## src/rtl/pic_cascade_pkg.sv

```systemverilog
// Shared constants for the cascaded interrupt resolver.
// Assumes eight lines per resolver and a byte-wide vector.
package pic_cascade_pkg;
    localparam int PIC_LINES  = 8;
    localparam int PIC_BASE_W = 5;
    localparam int PIC_CASC   = 2;
endpackage

```

## src/rtl/pic_prio_find.sv

```systemverilog
// Lowest-index set-bit finder (index 0 is most urgent).
// Assumes N is a power of two; idx is zero when nothing is set.
module pic_prio_find #(
    parameter int N  = 8,
    parameter int IW = $clog2(N)
) (
    input  logic [N-1:0]  vec,
    output logic          any,
    output logic [IW-1:0] idx
);
    // scan from the least urgent end so the most urgent set bit wins
    always_comb begin
        any = |vec;
        idx = '0;
        for (int i = N - 1; i >= 0; i--) begin
            if (vec[i]) idx = IW'(i);
        end
    end
endmodule

```

## src/rtl/pic_resolver.sv

```systemverilog
// One eight-line priority resolver: edge capture, pending and in-service
// vectors, winner selection against the current in-service level.
// Assumes the parent presents at most one of ack / poll_clr / eoi per cycle.
// On the master, casc_set latches the cascade line and casc_clr clears it.
module pic_resolver #(
    parameter int N         = 8,
    parameter int IW        = $clog2(N),
    parameter int CASC      = 2,
    parameter bit IS_MASTER = 1'b0
) (
    input  logic          clk,
    input  logic          rst_n,
    input  logic [N-1:0]  req_lvl,
    input  logic [N-1:0]  mask,
    input  logic          sfnm,
    input  logic          casc_set,
    input  logic          casc_clr,
    input  logic          ack,
    input  logic          poll_clr,
    input  logic          eoi,
    output logic          int_o,
    output logic [IW-1:0] win_o
);
    localparam logic [N-1:0] CASC_BIT = {{(N-1){1'b0}}, 1'b1} << CASC;

    logic [N-1:0]  last_q, irr_q, isr_q, irr_n, isr_n;
    logic [N-1:0]  cand, isr_view;
    logic          win_any, cur_any, top_any;
    logic [IW-1:0] win_idx, cur_idx, top_idx;

    assign cand     = irr_q & ~mask;
    // nesting option drops the cascade in-service bit on the master only
    assign isr_view = (IS_MASTER && sfnm) ? (isr_q & ~CASC_BIT) : isr_q;

    pic_prio_find #(.N(N), .IW(IW)) u_win (.vec(cand),     .any(win_any), .idx(win_idx));
    pic_prio_find #(.N(N), .IW(IW)) u_cur (.vec(isr_view), .any(cur_any), .idx(cur_idx));
    pic_prio_find #(.N(N), .IW(IW)) u_top (.vec(isr_q),    .any(top_any), .idx(top_idx));

    assign int_o = win_any && (!cur_any || (win_idx < cur_idx));
    assign win_o = win_idx;

    // next-state of the pending and in-service vectors
    always_comb begin
        irr_n = irr_q | (req_lvl & ~last_q) | (casc_set ? CASC_BIT : '0);
        isr_n = isr_q;
        if (ack && int_o) begin
            isr_n[win_idx] = 1'b1;
            irr_n[win_idx] = 1'b0;
        end else if (poll_clr && int_o) begin
            isr_n[win_idx] = 1'b0;
            irr_n[win_idx] = 1'b0;
        end else if (eoi && top_any) begin
            isr_n[top_idx] = 1'b0;
        end
        if (casc_clr) begin
            irr_n = irr_n & ~CASC_BIT;
            isr_n = isr_n & ~CASC_BIT;
        end
    end

    // state registers with synchronous reset
    always_ff @(posedge clk) begin
        if (!rst_n) begin
            last_q <= '0;
            irr_q  <= '0;
            isr_q  <= '0;
        end else begin
            last_q <= req_lvl;
            irr_q  <= irr_n;
            isr_q  <= isr_n;
        end
    end

    // a granted acknowledge puts the winner into service
    a_r3_ack_sets_isr: assert property (@(posedge clk) disable iff (!rst_n)
        (ack && int_o) |=> isr_q[$past(win_o)]);

    // a granted poll leaves neither request nor in-service for that line
    a_r11_poll_clears: assert property (@(posedge clk) disable iff (!rst_n)
        (poll_clr && int_o) |=> (!irr_q[$past(win_o)] && !isr_q[$past(win_o)]));

    // an end-of-interrupt retires exactly one in-service bit
    a_r10_eoi_one_bit: assert property (@(posedge clk) disable iff (!rst_n)
        (eoi && !ack && !poll_clr && !casc_clr && (isr_q != '0))
        |=> ($countones(isr_q) == $countones($past(isr_q)) - 1));

    // no in-service bit appears without an acknowledge
    a_r1_isr_only_by_ack: assert property (@(posedge clk) disable iff (!rst_n)
        !ack |=> ((isr_q & ~$past(isr_q)) == '0));
endmodule

```

## src/rtl/pic_cascade.sv

```systemverilog
// Two resolvers in cascade: slave winner feeds master line 2.
// Decodes the acknowledge, poll and end-of-interrupt strobes (precedence
// acknowledge > poll > eoi), builds the registered vector byte with
// spurious substitution at either level. External request bit 2 is unused.
module pic_cascade #(
    parameter int LINES  = pic_cascade_pkg::PIC_LINES,
    parameter int BASE_W = pic_cascade_pkg::PIC_BASE_W,
    parameter int CASC   = pic_cascade_pkg::PIC_CASC,
    parameter int IDX_W  = $clog2(LINES),
    parameter int VEC_W  = BASE_W + IDX_W,
    parameter int TOTAL  = 2 * LINES
) (
    input  logic              clk,
    input  logic              rst_n,
    input  logic [TOTAL-1:0]  irq_i,
    input  logic [TOTAL-1:0]  mask_i,
    input  logic [BASE_W-1:0] mbase_i,
    input  logic [BASE_W-1:0] sbase_i,
    input  logic              sfnm_i,
    input  logic              inta_i,
    input  logic              poll_i,
    input  logic              poll_sel_i,
    input  logic              eoi_i,
    input  logic              eoi_sel_i,
    output logic              cpu_int_o,
    output logic [VEC_W-1:0]  vec_o,
    output logic              vec_vld_o
);
    localparam logic [IDX_W-1:0] SPUR     = IDX_W'(LINES - 1);
    localparam logic [IDX_W-1:0] CASC_IDX = IDX_W'(CASC);
    localparam logic [LINES-1:0] CASC_BIT = {{(LINES-1){1'b0}}, 1'b1} << CASC;

    logic [1:0][LINES-1:0] lvl_w, msk_w;
    logic [1:0]            ack_w, poll_w, eoi_w, cset_w, cclr_w, int_w;
    logic [1:0][IDX_W-1:0] win_w;
    logic                  do_ack, do_poll, do_eoi, m_casc;
    logic [VEC_W-1:0]      vec_n, vec_q;
    logic                  vld_q;

    assign do_ack  = inta_i;
    assign do_poll = !inta_i && poll_i;
    assign do_eoi  = !inta_i && !poll_i && eoi_i;
    assign m_casc  = int_w[0] && (win_w[0] == CASC_IDX);

    // per-resolver strobe and input routing (index 0 master, 1 slave)
    always_comb begin
        lvl_w[0]  = irq_i[LINES-1:0] & ~CASC_BIT;
        lvl_w[1]  = irq_i[TOTAL-1:LINES];
        msk_w[0]  = mask_i[LINES-1:0];
        msk_w[1]  = mask_i[TOTAL-1:LINES];
        ack_w[0]  = do_ack;
        ack_w[1]  = do_ack && m_casc;
        poll_w[0] = do_poll && !poll_sel_i;
        poll_w[1] = do_poll && poll_sel_i;
        eoi_w[0]  = do_eoi && !eoi_sel_i;
        eoi_w[1]  = do_eoi && eoi_sel_i;
        cset_w[0] = int_w[1];
        cset_w[1] = 1'b0;
        cclr_w[0] = do_poll && poll_sel_i && int_w[1];
        cclr_w[1] = 1'b0;
    end

    for (genvar g = 0; g < 2; g++) begin : g_res
        pic_resolver #(
            .N(LINES), .IW(IDX_W), .CASC(CASC), .IS_MASTER(g == 0)
        ) u_res (
            .clk      (clk),
            .rst_n    (rst_n),
            .req_lvl  (lvl_w[g]),
            .mask     (msk_w[g]),
            .sfnm     (sfnm_i),
            .casc_set (cset_w[g]),
            .casc_clr (cclr_w[g]),
            .ack      (ack_w[g]),
            .poll_clr (poll_w[g]),
            .eoi      (eoi_w[g]),
            .int_o    (int_w[g]),
            .win_o    (win_w[g])
        );
    end

    // vector byte selection with spurious substitution at each level
    always_comb begin
        vec_n = vec_q;
        if (do_ack) begin
            if (!int_w[0])      vec_n = {mbase_i, SPUR};
            else if (m_casc)    vec_n = {sbase_i, int_w[1] ? win_w[1] : SPUR};
            else                vec_n = {mbase_i, win_w[0]};
        end else if (do_poll) begin
            vec_n = {{BASE_W{1'b0}}, int_w[poll_sel_i] ? win_w[poll_sel_i] : SPUR};
        end
    end

    // output register and one-cycle valid flag
    always_ff @(posedge clk) begin
        if (!rst_n) begin
            vec_q <= '0;
            vld_q <= 1'b0;
        end else begin
            vec_q <= vec_n;
            vld_q <= do_ack || do_poll;
        end
    end

    assign cpu_int_o = int_w[0];
    assign vec_o     = vec_q;
    assign vec_vld_o = vld_q;

    // the valid flag lasts one cycle after a strobe
    a_r4_vld_one_cycle: assert property (@(posedge clk) disable iff (!rst_n)
        (!inta_i && !poll_i) |=> !vec_vld_o);

    // acknowledge with nothing granted yields master base plus 7
    a_r7_spurious_master: assert property (@(posedge clk) disable iff (!rst_n)
        (inta_i && !cpu_int_o) |=> (vec_o == {$past(mbase_i), SPUR}));

    // a cascade grant takes its upper bits from the slave base
    a_r5_slave_base: assert property (@(posedge clk) disable iff (!rst_n)
        (inta_i && m_casc) |=> (vec_o[VEC_W-1 -: BASE_W] == $past(sbase_i)));
endmodule

```

## config.mk

```make
export PLATFORM = sky130hd
export DESIGN_NAME = pic_cascade
export DESIGN_NICKNAME = d
export VERILOG_FILES = /design/src/rtl/pic_cascade_pkg.sv /design/src/rtl/pic_prio_find.sv /design/src/rtl/pic_resolver.sv /design/src/rtl/pic_cascade.sv
export SDC_FILE = /design/constraint.sdc
export NUM_CORES = 1
export LEC_CHECK = 0
export BUFFER_PORTS_ARGS = -buffer_cell sky130_fd_sc_hd__buf_4
export CAP_MARGIN = 10
export CORE_UTILIZATION = 60
export DETAILED_ROUTE_END_ITERATION = 10
export HOLD_SLACK_MARGIN = 0.15
export PLACE_DENSITY = 0.84
export SLEW_MARGIN = 20
export SYNTH_ARGS = -nofsm -noshare
export SYNTH_HDL_FRONTEND = slang
export SYNTH_SLANG_ARGS = --single-unit
```

## constraint.sdc

```tcl
create_clock -name clk -period 7.78 [get_ports clk]
set_input_delay 0 -clock clk [delete_from_list [all_inputs] [get_ports clk]]
set_output_delay 0 -clock clk [all_outputs]
set_load 0.005 [all_outputs]
```

==> results.sh <==
export IMPL_drv_cap=0
export IMPL_grt_max_degree=43
export IMPL_crit_path_top_delay_cell="a21oi_2"
export IMPL_avgSynthCellArea_um2=8.11
export IMPL_ys_flop_type="dfxtp_1"
export IMPL_grt_pass1_vias=3439
export IMPL_crit_fanout=22
export IMPL_syn_area_mm2=0.00331
export IMPL_antennaDiodeCount=0
export IMPL_tightest_slew_ns=0.868
export IMPL_path_delay_family="compound AO/OA/AOI/OAI gates"
export IMPL_power_density_mw_per_mm2=170
export IMPL_yosysTopAreaCellShare_pct=33.9
export IMPL_grt_pass1_wl_mm=16.0
export IMPL_seq_area_mm2=0.00112
export IMPL_drt_total_wl_mm=9.60
export IMPL_required_ns=8.04
export IMPL_num_vias=3579
export IMPL_dpl_cell_area_mm2=0.00376
export IMPL_design_area_mm2=0.00425
export IMPL_die_height_um=76.2
export IMPL_synth_edf_count=0
export IMPL_fin_skew_ns=0.00653
export IMPL_htreeDepth=2
export IMPL_die_area_mm2=0.00581
export IMPL_worstRegToRegCells=10
export IMPL_hold_depth=3
export IMPL_dp_hpwl_mm=6.25
export IMPL_gp_congestion=0.879
export IMPL_start_util_pct=63.5
export IMPL_initialDrtViolationCount=213
export IMPL_path_class="reg2reg"
export IMPL_cts_root_buffer="clkbuf_8"
export IMPL_wl_per_cell_um=16.8
export IMPL_grt_usage_pct=33.8
export IMPL_drtAntennaViolNets=0
export IMPL_outcome="finished clean"
export IMPL_setup_viol=0
export IMPL_fill_cells=352
export IMPL_clkTransAtPathRegs_ns=0.10
export IMPL_synthArstFlopShare_pct=0
export IMPL_synth_cells=408
export IMPL_cts_tree="built"
export IMPL_antenna_found_initial=0
export IMPL_crit_path_max_incr_delay_ns=0.64
export IMPL_finalCritPeriodShare_pct=52.3
export IMPL_drive_above_1_share_pct=15.8
export IMPL_synth_area_leaders="dfxtp_1, nor2b_1, a21oi_1"
export IMPL_multiInputGateArea_mm2=0.00207
export IMPL_cp_start_kind="register"
export IMPL_hold_viol_final=0
export IMPL_port_buffers=58
export IMPL_nNetsFinal=553
export IMPL_max_vdd_ir_drop_mv=0.145
export IMPL_path_cells="or3_1 > or3_1 > ha_1 > o21a_1 > o32ai_4 > a21oi_2 > o221ai_1 > dlygate4sd3_1 > a221oi_1 > dlygate4sd3_1"
export IMPL_drc=0
export IMPL_cp_arrival_ns=4.32
export IMPL_area_growth_pct=28.5
export IMPL_fmax_mhz=246
export IMPL_synth_nets=462
export IMPL_hold_class="in2reg"
export IMPL_firstDrtPassIters=5
export IMPL_numCtsBuffers=5
export IMPL_drv_slew=0
export IMPL_ios=60
export IMPL_finalSetupTns_ns=0
export IMPL_ys_warn_count=0
export IMPL_yosys_area_top_type="dfxtp_1"
export IMPL_rows=26
export IMPL_cts_sinks=56
export IMPL_cp_end_kind="register"
export IMPL_gr_total_overflow=0
export IMPL_post_cts_buffers=0
export IMPL_cp_num_buf_inv=2
export IMPL_routed_via_density=6.28
export IMPL_rsz0062_at_grt="no"
export IMPL_die_x_um=76.2
export IMPL_synth_distinct_cells=62
export IMPL_seq_area_frac_synth_pct=33.9
export IMPL_min_period_ns=4.07
export IMPL_yosys_register_bits=56
export IMPL_leakage_nw=1.72
export IMPL_clk_latency_ns=0.31
export IMPL_coreArea_mm2=0.00520
export IMPL_cp_depth=10
export IMPL_clock_path_buffers=2
export IMPL_relSlewSlack_pct=42.0
synth_stat cells, drive strengths merged (2+ instances only):
cell type,n
and2,19
o31ai,5
a21o,2
a211oi,6
a221oi,3
o211ai,10
ha,4
or4b,2
a21boi,2
a21oi,32
nor2b,31
nor3,16
and3,3
nor2,27
buf,5
o2111ai,2
mux2i,5
o311ai,6
inv,13
a31oi,8
o311a,3
o21a,4
or4,6
nand2,29
nand3,7
a211o,3
nand2b,21
nand4,2
clkbuf,8
nand4b,5
dfxtp,56
nor4,5
o211a,2
nand3b,2
or2,5
a311oi,3
nor4b,2
o21ai,26
or3,7
metrics by stage:
stage	hold WS (ns)	setup WS (ns)	std cells	utilization, %	power (mW)
after floorplan	0.122	4.82	408	-	0.469
after global placement	0.210	4.35	523	72.3	0.524
after detailed placement	0.214	4.31	523	72.3	0.530
after CTS	0.154	3.77	570	81.6	0.714
after global routing	0.193	3.46	570	81.6	0.758
final	0.173	3.71	570	81.6	0.721
cells by family (layout without fill, tap and decap cells):
kind of cell               count (synthesis)  after routing  share of synthesized area [%]
muxes                                      5              5                           1.51
DFF                                       56             56                           33.9
buffers and inverters                     26            118                           3.48
and+or+nand+nor                          189            189                           32.3
adders and majority gates                  4              4                           1.51
AOI/OAI and AO/OA                        128            128                           27.3
area by class of cell:
type                    instances  share of cell area, %
clock buffers                   7                   2.03
clock inverters                 1                  0.177
inverters                      13                   1.15
multi-input cells             326                   48.7
flip-flops and latches         56                   26.4
well taps                      70                   2.06
repair buffers                 97                   19.4
state kept, by name, summed over array words and instances (netlist names):
| name | flops |
|---|---|
| vec_vld_o | 1 |
| g_res.u_res.last_q | 15 |
| vec_o | 8 |
| g_res.u_res.isr_q | 16 |
| g_res.u_res.irr_q | 16 |
metal layers:
layer,track usage [%],up-vias,part of all wire (%)
met1,44.6,1682,44
met3,5.03,22,7.3
met2,57.8,176,47
li1,-,1699,-
met5,0,-,0
met4,7.69,0,1.6
where the power goes:
| part | switching (mW) | internal [mW] |
|---|---|---|
| Combinational | 0.128 | 0.104 |
| Clock | 0.0961 | 0.0727 |
| Sequential | 0.0136 | 0.306 |
cell usage in the layout, fill, tap and decap left out, types with 3 or more instances in the layout:
| master | n |
|---|---|
| a211o_1 | 3 |
| a211oi_1 | 6 |
| a21oi_1 | 30 |
| a221oi_1 | 3 |
| a311oi_1 | 3 |
| a31oi_1 | 6 |
| and2_1 | 19 |
| and3_1 | 3 |
| buf_4 | 58 |
| clkbuf_8 | 6 |
| dfxtp_1 | 56 |
| dlygate4sd3_1 | 39 |
| ha_1 | 4 |
| inv_1 | 13 |
| mux2i_1 | 5 |
| nand2_1 | 29 |
| nand2b_1 | 21 |
| nand3_1 | 7 |
| nand4b_1 | 5 |
| nor2_1 | 27 |
| nor2b_1 | 31 |
| nor3_1 | 15 |
| nor4_1 | 4 |
| o211ai_1 | 10 |
| o21a_1 | 4 |
| o21ai_0 | 24 |
| o311a_1 | 3 |
| o311ai_0 | 4 |
| o31ai_1 | 5 |
| or2_2 | 3 |
| or3_1 | 7 |
| or4_1 | 4 |
worst register-to-register path: stages, from the launching register on:
cell and delay, ns:
dfxtp_1 0.38, or3_1 0.45, or3_1 0.34, ha_1 0.30
o21a_1 0.16, o32ai_4 0.12, a21oi_2 0.64, o221ai_1 0.23
dlygate4sd3_1 0.59, a221oi_1 0.23, dlygate4sd3_1 0.58
path summary, 6_finish.rpt:
path / from / endpoint / slack, ns
max reg2reg: g_res[0].u_res.isr_q[3]$_SDFFE_PN0P_ / vec_o[2]$_SDFFE_PN0P_ / 3.71
max: g_res[0].u_res.isr_q[3]$_SDFFE_PN0P_ / vec_o[2]$_SDFFE_PN0P_ / 3.71
min: inta_i / vec_vld_o$_SDFF_PN0_ / 0.17
min reg2reg: vec_o[1]$_SDFFE_PN0P_ / vec_o[1]$_SDFFE_PN0P_ / 0.48
timing repair:
action	in CTS	in global routing
hold buffers	39	0
endpoints found under the hold margin	45	0
resized for setup	0	0
Power figures use the tool's default switching activity.
